===== src/rtl/i2c_cmd_pkg.sv =====
package i2c_cmd_pkg;
    localparam int REG_W     = 32;
    localparam int LANES     = REG_W / 8;
    localparam int ADDR_W    = 10;
    localparam int CNT_W     = 8;
    localparam int POS_DIR   = ADDR_W;
    localparam int POS_A10   = POS_DIR + 1;
    localparam int POS_HDR   = POS_A10 + 1;
    localparam int POS_START = POS_HDR + 1;
    localparam int POS_STOP  = POS_START + 1;
    localparam int POS_NACK  = POS_STOP + 1;
    localparam int POS_CNT   = POS_NACK + 1;
    localparam int POS_RLD   = POS_CNT + CNT_W;
    localparam int POS_AEND  = POS_RLD + 1;
    localparam int POS_PEC   = POS_AEND + 1;
    localparam int USED_W    = POS_PEC + 1;
    localparam int NCMD      = 3;

    typedef enum logic {
        ST_IDLE = 1'b0,
        ST_PEND = 1'b1
    } start_st_e;

    typedef enum int {
        CMD_STOP = 0,
        CMD_NACK = 1,
        CMD_PEC  = 2
    } cmd_idx_e;

    typedef struct packed {
        logic [ADDR_W-1:0] addr;
        logic              dir;
        logic              a10;
        logic              hdr;
        logic [CNT_W-1:0]  cnt;
        logic              rld;
        logic              aend;
    } cfg_t;
endpackage


===== src/rtl/i2c_cmd_w1s_bit.sv =====
module i2c_cmd_w1s_bit #(
    parameter bit PRESENT = 1'b1
) (
    input  logic clk,
    input  logic rst_n,
    input  logic set_i,
    input  logic clr_i,
    output logic q_o
);
    generate
        if (PRESENT) begin : g_bit
            logic q;
            always_ff @(posedge clk or negedge rst_n) begin
                if (!rst_n)     q <= 1'b0;
                else if (clr_i) q <= 1'b0;
                else if (set_i) q <= 1'b1;
            end
            assign q_o = q;
        end else begin : g_none
            logic unused;
            assign unused = clk ^ rst_n ^ set_i ^ clr_i;
            assign q_o    = 1'b0;
        end
    endgenerate
endmodule


===== src/rtl/i2c_cmd_start_fsm.sv =====
module i2c_cmd_start_fsm
    import i2c_cmd_pkg::*;
(
    input  logic clk,
    input  logic rst_n,
    input  logic set_i,
    input  logic clr_i,
    output logic start_o
);
    start_st_e state_q, state_d;

    always_comb begin
        state_d = state_q;
        unique case (state_q)
            ST_IDLE: if (set_i && !clr_i) state_d = ST_PEND;
            ST_PEND: if (clr_i)           state_d = ST_IDLE;
            default:                      state_d = ST_IDLE;
        endcase
    end

    always_ff @(posedge clk or negedge rst_n) begin
        if (!rst_n) state_q <= ST_IDLE;
        else        state_q <= state_d;
    end

    always_comb begin
        start_o = (state_q == ST_PEND);
    end
endmodule


===== src/rtl/i2c_cmd_cfg.sv =====
module i2c_cmd_cfg
    import i2c_cmd_pkg::*;
(
    input  logic             clk,
    input  logic             rst_n,
    input  logic             wr_en,
    input  logic [REG_W-1:0] wr_data,
    input  logic [LANES-1:0] wr_strb,
    input  logic             locked,
    output cfg_t             cfg_o
);
    logic [LANES-1:0] lane_we;
    logic [LANES-1:0] lane_open;
    cfg_t cfg_q;

    always_comb begin
        for (int i = 0; i < LANES; i++) begin
            lane_we[i] = wr_en && wr_strb[i];
        end
        lane_open = lane_we & {LANES{~locked}};
    end

    always_ff @(posedge clk or negedge rst_n) begin
        if (!rst_n) begin
            cfg_q <= '0;
        end else begin
            if (lane_open[0]) cfg_q.addr[7:0] <= wr_data[7:0];
            if (lane_open[1]) begin
                cfg_q.addr[ADDR_W-1:8] <= wr_data[ADDR_W-1:8];
                cfg_q.dir              <= wr_data[POS_DIR];
                cfg_q.a10              <= wr_data[POS_A10];
                cfg_q.hdr              <= wr_data[POS_HDR];
            end
            if (lane_open[2]) cfg_q.cnt <= wr_data[POS_CNT +: CNT_W];
            if (lane_we[3]) begin
                cfg_q.rld  <= wr_data[POS_RLD];
                cfg_q.aend <= wr_data[POS_AEND];
            end
        end
    end

    assign cfg_o = cfg_q;
endmodule


===== src/rtl/i2c_cmd_ctrl_reg.sv =====
module i2c_cmd_ctrl_reg
    import i2c_cmd_pkg::*;
#(
    parameter bit SMBUS_EN = 1'b1
) (
    input  logic              clk,
    input  logic              rst_n,
    input  logic              periph_en,
    input  logic              wr_en,
    input  logic [31:0]       wr_data,
    input  logic [3:0]        wr_strb,
    input  logic              ev_addr_done,
    input  logic              ev_arb_lost,
    input  logic              ev_timeout,
    input  logic              ev_addr_clr,
    input  logic              ev_stop_det,
    input  logic              ev_nack_sent,
    input  logic              ev_addr_match,
    input  logic              ev_pec_sent,
    output logic [31:0]       rd_data,
    output logic [9:0]        tgt_addr,
    output logic              dir_rd,
    output logic              addr10,
    output logic              hdr_only,
    output logic [7:0]        nbytes,
    output logic              reload,
    output logic              autoend,
    output logic              start_req,
    output logic              stop_req,
    output logic              nack_req,
    output logic              pec_req
);
    localparam int CMD_LANE_LO = POS_STOP / 8;
    localparam int CMD_LANE_PEC = POS_PEC / 8;

    cfg_t            cfg;
    logic            start_set, start_clr;
    logic [NCMD-1:0] cmd_set, cmd_clr, cmd_q;

    always_comb begin
        start_set = wr_en && wr_strb[POS_START/8] && wr_data[POS_START];
        start_clr = ev_addr_done || ev_arb_lost || ev_timeout || ev_addr_clr || !periph_en;

        cmd_set[CMD_STOP] = wr_en && wr_strb[CMD_LANE_LO]  && wr_data[POS_STOP];
        cmd_set[CMD_NACK] = wr_en && wr_strb[CMD_LANE_LO]  && wr_data[POS_NACK];
        cmd_set[CMD_PEC]  = wr_en && wr_strb[CMD_LANE_PEC] && wr_data[POS_PEC];

        cmd_clr[CMD_STOP] = ev_stop_det || !periph_en;
        cmd_clr[CMD_NACK] = ev_nack_sent || ev_stop_det || ev_addr_match || !periph_en;
        cmd_clr[CMD_PEC]  = ev_pec_sent  || ev_stop_det || ev_addr_match || !periph_en;
    end

    i2c_cmd_start_fsm u_start (
        .clk     (clk),
        .rst_n   (rst_n),
        .set_i   (start_set),
        .clr_i   (start_clr),
        .start_o (start_req)
    );

    i2c_cmd_cfg u_cfg (
        .clk     (clk),
        .rst_n   (rst_n),
        .wr_en   (wr_en),
        .wr_data (wr_data),
        .wr_strb (wr_strb),
        .locked  (start_req),
        .cfg_o   (cfg)
    );

    generate
        for (genvar k = 0; k < NCMD; k++) begin : g_cmd
            localparam bit KEEP = (k == CMD_PEC) ? SMBUS_EN : 1'b1;
            i2c_cmd_w1s_bit #(.PRESENT(KEEP)) u_bit (
                .clk   (clk),
                .rst_n (rst_n),
                .set_i (cmd_set[k]),
                .clr_i (cmd_clr[k]),
                .q_o   (cmd_q[k])
            );
        end
    endgenerate

    always_comb begin
        tgt_addr = cfg.addr;
        dir_rd   = cfg.dir;
        addr10   = cfg.a10;
        hdr_only = cfg.hdr;
        nbytes   = cfg.cnt;
        reload   = cfg.rld;
        autoend  = cfg.aend;
        stop_req = cmd_q[CMD_STOP];
        nack_req = cmd_q[CMD_NACK];
        pec_req  = cmd_q[CMD_PEC];

        rd_data                      = '0;
        rd_data[ADDR_W-1:0]          = cfg.addr;
        rd_data[POS_DIR]             = cfg.dir;
        rd_data[POS_A10]             = cfg.a10;
        rd_data[POS_HDR]             = cfg.hdr;
        rd_data[POS_START]           = start_req;
        rd_data[POS_STOP]            = cmd_q[CMD_STOP];
        rd_data[POS_NACK]            = cmd_q[CMD_NACK];
        rd_data[POS_CNT +: CNT_W]    = cfg.cnt;
        rd_data[POS_RLD]             = cfg.rld;
        rd_data[POS_AEND]            = cfg.aend;
        rd_data[POS_PEC]             = cmd_q[CMD_PEC];
    end
endmodule


===== config.mk =====
export PLATFORM = sky130hd
export DESIGN_NAME = i2c_cmd_ctrl_reg
export DESIGN_NICKNAME = d
export VERILOG_FILES = /design/src/rtl/i2c_cmd_pkg.sv /design/src/rtl/i2c_cmd_w1s_bit.sv /design/src/rtl/i2c_cmd_start_fsm.sv /design/src/rtl/i2c_cmd_cfg.sv /design/src/rtl/i2c_cmd_ctrl_reg.sv
export SDC_FILE = /design/constraint.sdc
export NUM_CORES = 1
export LEC_CHECK = 0
export BUFFER_PORTS_ARGS = -buffer_cell sky130_fd_sc_hd__buf_4
export CORE_AREA = 2 2 63 65
export CTS_BUF_LIST = sky130_fd_sc_hd__clkbuf_4
export DETAILED_ROUTE_END_ITERATION = 8
export DIE_AREA = 0 0 65 67
export GPL_TIMING_DRIVEN = 0
export HOLD_SLACK_MARGIN = 0.03
export MAX_ROUTING_LAYER = met4
export PLACE_DENSITY = 0.78
export SLEW_MARGIN = 5
export SYNTH_ARGS = -nofsm -noshare
export SYNTH_HDL_FRONTEND = slang
export SYNTH_SLANG_ARGS = --single-unit

===== constraint.sdc =====
create_clock -name clk -period 1.1 [get_ports clk]
set_input_delay 0.22 -clock clk [delete_from_list [all_inputs] [get_ports clk]]
set_output_delay 0.22 -clock clk [all_outputs]
set_load 0.02 [all_outputs]

==> run_results.csv <==
group,metric,value,unit
status,outcome,"finished, violations left",
status,violations,"negative setup slack",
sta,rsz0062_at_grt,"yes",
floorplanning,ios,107,
sta,period_needed,1260,ps
synthesis,synth_cells,98,
clock_tree,clock-root-buffer,"clkbuf_4",
layout,n_antenna_cell,0,
floorplanning,core,3610,µm²
sta,hold_viol_final,0,
critical_path,cp_max_fo,3,
power_and_ir_drop,power-per-cell-area,1310,nW/µm²
grt,track_usage,18.5,%
placed_design,gp_congestion,0.782,
drt,wl,3.67,mm
clock_tree,path_clk_slew,140,ps
drt,drc,0,
drt,vias,1133,
critical_path,cp.required,880,ps
drt,firstDrtPassIters,3,
layout,final_nets,262,
job,drv_cap,0,
power_and_ir_drop,cellLeakagePower,1.27,nW
power_and_ir_drop,vdd_ir_drop_max,0.731,mV
drt,final_antenna_net_count,0,
grt,grt.overflow.total,0,
floorplanning,die_w,65,µm
grt,grt_pass1_wl,5.78,mm
critical_path,end_kind,"output pin",
floorplanning,die_h,67,µm
layout,drive_gt1_share,77.9,%
placed_design,portBuffers,95,
sta,max_freq,793,MHz
layout,ff_latch_area,677,µm²
grt,grt_max_degree,28,
clock_tree,cts_buffer_depth,2,
sta,hold-worst-slack,113,ps
floorplanning,rows,22,
clock_tree,numCtsBuffers,3,
synthesis,synth_area_leaders,"dfrtp_1, mux2_2, buf_4",
layout,nFillCells,269,
layout,multi_input_area,395,µm²
synthesis,ys_ff_latch,27,
clock_tree,insertion_delay,320,ps
grt,antenna_found_initial,0,
critical_path,path_class,"reg2out",
grt,first_global_vias,1155,
synthesis,synth.avg_cell_area,13.1,µm²
sta,setup_violations,75,
clock_tree,cts_tree,"built",
layout,stdcell_count,261,
drt,vias_per_cell,4.34,
placed_design,dp.cells,245,
sta,setup_slack,-160,ps
sta,min_period_over_period,115,%
placed_design,placed_area,2090,µm²
synthesis,ys_types,12,
synthesis,synth_top_cell_area_share,52.5,%
synthesis,yosys_warnings,0,
sta,fin_worst_skew,4.74,ps
layout,fin_area,2530,µm²
critical_path,worstPathArrival,1040,ps
sta,maxSlewViolCount,0,
drt,wl_per_cell,14.1,µm
floorplanning,start_util,35.7,%
drt,drtIter0Drc,18,
layout,area_delta_synth_final,96.4,%
floorplanning,dieArea,4360,µm²
hold_path,hold_class,"in2reg",
critical_path,critPathLaunchType,"register",
clock_tree,cts.htree.levels,1,
placed_design,place_hpwl,2.77,mm
synthesis,seq_area_frac_synth,52.5,%
clock_tree,cts.sinks,27,
synthesis,synth_top_area_cell,"dfrtp_1",
synthesis,syn_area,1290,µm²
==> cell families after synthesis <==
logic type / synth area share [%]
buf+inv: 19.3
other cells: 0.292
mux: 20.1
flops: 52.5
compound gates: 1.95
simple gates: 5.84
==> per-stage QoR <==
stage	power (mW)	util (%)	setup slack (ps)	TNS, ps
after global routing	3.47	70.1	-214	-10910
final	3.30	70.1	-160	-6970
after floorplan	1.92	-	-39.2	-196
after CTS	3.33	69.6	-178	-8310
after global placement	2.48	58.1	-82.4	-420
after detailed placement	2.52	58.1	-106	-496
==> cells in the mapped netlist <==
| master | count |
|---|---|
| buf_4 | 33 |
| dfrtp_1 | 27 |
| mux2_2 | 23 |
| a31oi_1 | 4 |
| nor3_1 | 3 |
| nand3b_2 | 2 |
| conb_1 | 1 |
| nand2_1 | 1 |
| nand3b_1 | 1 |
| nor3b_1 | 1 |
| or3b_2 | 1 |
| or4b_1 | 1 |
==> area by class of cell <==
cell class	instances	area share [%]
tap	48	2.38
sequential	27	26.8
buffer	33	13.8
clock buffer	4	1.19
multi-input combinational	42	15.7
timing repair buffer	107	40.2
==> placed cells by master, fill, tap and decap left out, types with 2 or more instances in the layout <==
cell type	synthesis	final
nand3b_4	0	2
dfrtp_1	27	26
a31oi_1	4	4
buf_4	33	55
dlygate4sd3_1	0	5
conb_1	1	5
nor3_1	3	3
mux2_2	23	23
buf_6	0	80
clkbuf_4	0	4
==> worst max-delay path: stages (launching register included) <==
cell,delay (ps)
dfrtp_1,460
buf_6,140
buf_6,120
==> worst paths after layout <==
kind / end / cells after the start / slack (ps) / from
max reg2reg: u_cfg.cfg_o[5] / 3 / -130 / u_start.start_o
min reg2reg: u_cfg.cfg_o[13] / 1 / 600 / u_cfg.cfg_o[13]
max: rd_data[22] / 2 / -160 / u_cfg.cfg_o[8]
min in group asynchronous: u_cfg.cfg_o[2] / 2 / 320 / rst_n
max in group asynchronous: u_start.start_o / 2 / 500 / rst_n
min: u_cfg.cfg_o[3] / 2 / 110 / wr_data[17]
==> routing by layer <==
layer	wire, µm	part of all wire, %	vias up	GRT usage (%)
li1	-	-	528	-
met1	1220	33	541	17.5
met2	2170	59	57	37.6
met3	197	5.4	7	1.69
met4	83	2.3	0	8.24
met5	0	0	-	-
==> where the power goes <==
| part | total, mW | switching, mW | leakage [nW] | internal (mW) |
|---|---|---|---|---|
| clock | 0.455 | 0.288 | 0.0184 | 0.167 |
| sequential | 1.27 | 0.153 | 0.324 | 1.12 |
| combinational | 1.58 | 0.618 | 0.930 | 0.958 |
| total | 3.30 | 1.06 | 1.27 | 2.24 |
==> registers in the layout, indices dropped and copies added, names as in the netlist <==
signal and flops:
u_cfg.cfg_o 23, u_start.start_o 1, g_cmd.u_bit.q_o 3
==> repair_timing <==
action | CTS | global route
endpoints found under the hold margin | 31 | 0
gates cloned | 0 | 0
gates resized for setup | 80 | 0
hold buffers | 5 | 0
setup endpoints to repair | 75 | 75
setup buffers | 5 | 2
Power figures use the tool's default switching activity.
